File: config.mk
export PLATFORM = sky130hd
export DESIGN_NAME = qmul16
export DESIGN_NICKNAME = d
export VERILOG_FILES = /design/src/rtl/qmul16.sv
export SDC_FILE = /design/constraint.sdc
export NUM_CORES = 1
export LEC_CHECK = 0
export BUFFER_PORTS_ARGS = -buffer_cell sky130_fd_sc_hd__buf_2
export CORE_MARGIN = 2
export CORE_UTILIZATION = 35
export DETAILED_ROUTE_END_ITERATION = 16
export GPL_ROUTABILITY_DRIVEN = 0
export GPL_TIMING_DRIVEN = 0
export PLACE_DENSITY_LB_ADDON = 0.25
export SLEW_MARGIN = 40
export SYNTH_ARGS = -nofsm -noshare
export SYNTH_HDL_FRONTEND = slang
export SYNTH_SLANG_ARGS = --single-unit
export TNS_END_PERCENT = 30
File: constraint.sdc
create_clock -name vclk -period 20.8
set_clock_uncertainty 0.2 [all_clocks]
set_input_delay 6.24 -clock vclk [all_inputs]
set_output_delay 6.24 -clock vclk [all_outputs]
set_load 0.03 [all_outputs]
File: src/rtl/qmul16.sv
module qmul2 (
  input  logic [1:0] a,
  input  logic [1:0] b,
  output logic [3:0] p
);
  logic t_lo, t_x, t_hi, c1;
  assign t_x  = a[1] & b[0];
  assign t_lo = a[0] & b[1];
  assign t_hi = a[1] & b[1];
  assign p[0] = a[0] & b[0];
  assign p[1] = t_x ^ t_lo;
  assign c1   = t_x & t_lo;
  assign p[2] = t_hi ^ c1;
  assign p[3] = t_hi & c1;

  always_comb begin
    p_cell_max_r2: assert (p <= 4'd9);
    p_cell_nine_r2: assert (p != 4'd9 || (a == 2'd3 && b == 2'd3));
  end
endmodule

module qmul_merge #(
  parameter int W = 4
) (
  input  logic [W-1:0]   ll,
  input  logic [W-1:0]   hl,
  input  logic [W-1:0]   lh,
  input  logic [W-1:0]   hh,
  output logic [2*W-1:0] prod
);
  localparam int H = W / 2;
  logic [W-1:0]   s_mid;
  logic [3*H-1:0] s_hi, s_fin;

  assign s_mid = hl + {{H{1'b0}}, ll[W-1:H]};
  assign s_hi  = {hh, {H{1'b0}}} + {{H{1'b0}}, lh};
  assign s_fin = {{H{1'b0}}, s_mid} + s_hi;
  assign prod  = {s_fin, ll[H-1:0]};

  always_comb begin
    p_no_overflow_r8: assert (s_mid >= hl);
    p_fin_no_wrap_r8: assert (s_fin >= s_hi);
  end
endmodule

module qmul4 (
  input  logic [3:0] a,
  input  logic [3:0] b,
  output logic [7:0] p
);
  logic [3:0] pp [4];
  for (genvar k = 0; k < 4; k++) begin : g_q
    qmul2 u_c (.a(a[(k%2)*2 +: 2]), .b(b[(k/2)*2 +: 2]), .p(pp[k]));
  end
  qmul_merge #(.W(4)) u_m (.ll(pp[0]), .hl(pp[1]), .lh(pp[2]), .hh(pp[3]), .prod(p));

  always_comb begin
    p_zero_r3: assert ((a != 0 && b != 0) || p == 0);
    p_unit_r4: assert (a != 4'd1 || p == {4'd0, b});
    p_lsb_r5:  assert (p[0] == (a[0] & b[0]));
  end
endmodule

module qmul8 (
  input  logic [7:0]  a,
  input  logic [7:0]  b,
  output logic [15:0] p
);
  logic [7:0] pp [4];
  for (genvar k = 0; k < 4; k++) begin : g_q
    qmul4 u_c (.a(a[(k%2)*4 +: 4]), .b(b[(k/2)*4 +: 4]), .p(pp[k]));
  end
  qmul_merge #(.W(8)) u_m (.ll(pp[0]), .hl(pp[1]), .lh(pp[2]), .hh(pp[3]), .prod(p));

  always_comb begin
    p_zero_r3: assert ((a != 0 && b != 0) || p == 0);
    p_unit_r4: assert (b != 8'd1 || p == {8'd0, a});
    p_lsb_r5:  assert (p[0] == (a[0] & b[0]));
  end
endmodule

module qmul16 (
  input  logic [15:0] op_a,
  input  logic [15:0] op_b,
  output logic [31:0] prod
);
  logic [15:0] pp [4];
  for (genvar k = 0; k < 4; k++) begin : g_q
    qmul8 u_c (.a(op_a[(k%2)*8 +: 8]), .b(op_b[(k/2)*8 +: 8]), .p(pp[k]));
  end
  qmul_merge #(.W(16)) u_m (.ll(pp[0]), .hl(pp[1]), .lh(pp[2]), .hh(pp[3]), .prod(prod));

  always_comb begin
    p_matches_ref_r1: assert (prod == {16'd0, op_a} * {16'd0, op_b});
    p_zero_r3: assert ((op_a != 0 && op_b != 0) || prod == 0);
    p_unit_r4: assert (op_a != 16'd1 || prod == {16'd0, op_b});
    p_lsb_r5:  assert (prod[0] == (op_a[0] & op_b[0]));
  end
endmodule

==> run summary <==
The tools report the max-cap check violation count as 0. Number of rows in the core area: 68. The number of synthesis warnings is 0. After layout, the worst path uses 105% of the clock period.

The fmax was 0.0460 GHz; the number of iterations in the first detailed-routing pass was 4. The worst path in the final design needs a cycle of 21.74 ns, including I/O delays and setup. Average footprint of a synthesized cell: 8.68 µm².

The synthesized instance count was 1,410. The number of vias per cell came out at 4.90. At the worst endpoint, the arrival time is 15.30 ns. The tools report the endpoint type of the worst setup path as an output pin. Global routing consumed, on the met3 layer, 0.386% of the routing resources.

The number of hold violations in the final report is 0, and the overall die height is 191 µm. Setup repair after global routing could not meet its margin everywhere. The remaining design rule violation count came out at 0.

The net count after synthesis was 1,892; the area of the die was 36,500 µm². For the final critical-path setup slack, the log shows -0.944 ns. The flow ran to the end, but the final reports show violations. In the final layout, flip-flops and latches occupy 0 µm².

For this run, the register share of the synthesized area comes to 0%. For this run, global-route usage on met1 was measured as 24.0%. In this run the most critical hold path is launched from op_b[0].

The growth of design area from synthesis to finish is 13.0%. The critical path is of the input port to output pin type. The net count of the finished layout is 1,979. The nature of the critical path startpoint was an input port. The checks that failed: setup timing. The count of buffers inserted at the top-level ports was 64. The leading cell type in the layout, fill and taps excluded was sky130_fd_sc_hd__ha_1. Summing over every cut layer, the via total after detailed routing is 9,567. For met2 alone, demand over resource in global routing was 29.5%. The average detailed-routed wire length per instance came out at 15.4 µm. During I/O placement, the number of pins put on the boundary was 64.

For the pin with the worst max-slew slack, the measured transition is 0.631 ns. The maximum cell stage delay along the critical path works out to 0.56 ns. Global routing consumed, over all layers together, 16.9% of the routing resources.

The startpoint of the most critical setup path is op_a[1]. Summed over all layers, the routed wires come to 30.0 mm. After routing, the total negative slack on setup checks comes to -8.21 ns.

In this run the most used layer during global routing was met2. The logs give 34,500 µm² for the total core area and 57.9% for the worst-case headroom to the max-slew limit. The tools report the number of setup violations in the final report as 14. The cell type with the highest occurrence count on the critical path was sky130_fd_sc_hd__ha_4. Once detailed placement completed, the half-perimeter wirelength came to 26.2 mm. The tools report the effective utilization at floorplan as 35.5%. The tools report the count of final max-slew check failures as 0.

The total overflow left after global routing is 0. After layout, the clock buffer instance count stands at 0. The first global-routing pass estimated 49.7 mm of wire. For the worst slack at placement, the log shows -1.59 ns. The tools report the last element of the critical path as prod[31]. The number of antenna violations at the first check in global routing came out at 1.

Cell at the slowest stage of the critical path: sky130_fd_sc_hd__fa_1. In the layout the commonest cells are sky130_fd_sc_hd__ha_1 (338), sky130_fd_sc_hd__and2_1 (254), sky130_fd_sc_hd__inv_1 (149), sky130_fd_sc_hd__xnor2_1 (102), sky130_fd_sc_hd__fa_1 (95). The number of different library cells in the post-synthesis netlist is 57, and the number of design-rule violations left by the first detailed-router iteration is 281.

In this run the cell area of the synthesized design comes to 12,200 µm². Entering global routing, the biggest net connects 11 pins. Of all nets on the critical path, the largest fanout is 5. The path class of the tightest hold or removal check is input port to output pin. The fraction of layout instances using a drive strength above 1 is 11.5%. Sequential cells placed in the final layout were counted as 0. The via count of the first global-routing pass was 9,820; the worst path required time was 14.36 ns. In this run the remaining antenna-violating nets after routing total 0. The horizontal die dimension is 191 µm.
==> how the worst min path moves through the flow <==
stage / end / slack (ns) / depth (start not counted)
after floorplan: prod[0] / 12.50 / 1
after global placement: prod[0] / 12.75 / 3
after detailed placement: prod[0] / 12.76 / 3
after CTS: prod[0] / 12.76 / 3
after global routing: prod[0] / 12.78 / 3
final: prod[0] / 12.75 / 3
==> layer usage <==
layer / vias to the layer above / wire, µm
met1: 4569 / 15300
met2: 64 / 14000
met5: - / 11
met4: 2 / 338
met3: 17 / 412
li1: 4915 / -
==> cells by family after synthesis <==
| family | Yosys count | share of synthesized area, % |
|---|---|---|
| AOI/OAI and AO/OA | 210 | 11.2 |
| xor gates and xnor gates | 167 | 12.0 |
| adders and majority gates | 450 | 52.0 |
| buffers and inverters | 188 | 5.78 |
| muxes | 2 | 0.164 |
| and+or+nand+nor | 393 | 18.9 |
==> repair_timing <==
action / 4_1_cts / 5_1_grt
gates cloned: 0 / 0
hold buffers: 0 / 0
resized for setup: 52 / 24
setup buffers: 16 / 5
setup endpoints to repair: 16 / 17
pin swaps: 41 / 41
endpoints found under the hold margin: 0 / 0
==> worst max-delay path, delay by kind of cell <==
family          cells  cell delay, ns
fa+ha+maj          13            4.32
compound gates     14            2.18
simple gates        6            1.45
xor+xnor            4            0.61
buf+inv             5            0.47
==> synth_stat cells (9+ instances only) <==
cell	instances	area share (%)
sky130_fd_sc_hd__o21ai_0	28	1.1
sky130_fd_sc_hd__a21oi_1	72	2.9
sky130_fd_sc_hd__clkbuf_1	33	1.0
sky130_fd_sc_hd__a21o_1	66	4.0
sky130_fd_sc_hd__nand3_1	10	0.41
sky130_fd_sc_hd__nand2_1	35	1.1
sky130_fd_sc_hd__and2_1	256	13
sky130_fd_sc_hd__nor2b_1	12	0.61
sky130_fd_sc_hd__nor3_1	9	0.37
sky130_fd_sc_hd__nor2_1	33	1.0
sky130_fd_sc_hd__fa_1	98	16
sky130_fd_sc_hd__xnor2_1	111	7.9
sky130_fd_sc_hd__ha_1	352	36
sky130_fd_sc_hd__inv_1	154	4.7
sky130_fd_sc_hd__xor2_1	56	4.0
==> cell type report <==
| cell class | count | area (µm²) |
|---|---|---|
| diodes | 1 | 2.50 |
| inverters | 154 | 578 |
| fillers | 3504 | 20600 |
| well taps | 455 | 569 |
| plain buffers | 34 | 165 |
| multi-input cells | 1222 | 12000 |
| repair buffers | 85 | 543 |
==> through the flow <==
stage / hold WS (ns) / std cells / util [%] / instance area, µm²
3_5_place_dp: 12.76 / 1929 / 38.7 / 13300
5_1_grt: 12.78 / 1950 / 40.1 / 13800
4_1_cts: 12.76 / 1945 / 39.7 / 13700
2_1_floorplan: 12.50 / 1410 / - / 12500
6_report: 12.75 / 1951 / 40.1 / 13800
3_3_place_gp: 12.75 / 1929 / 38.7 / 13300
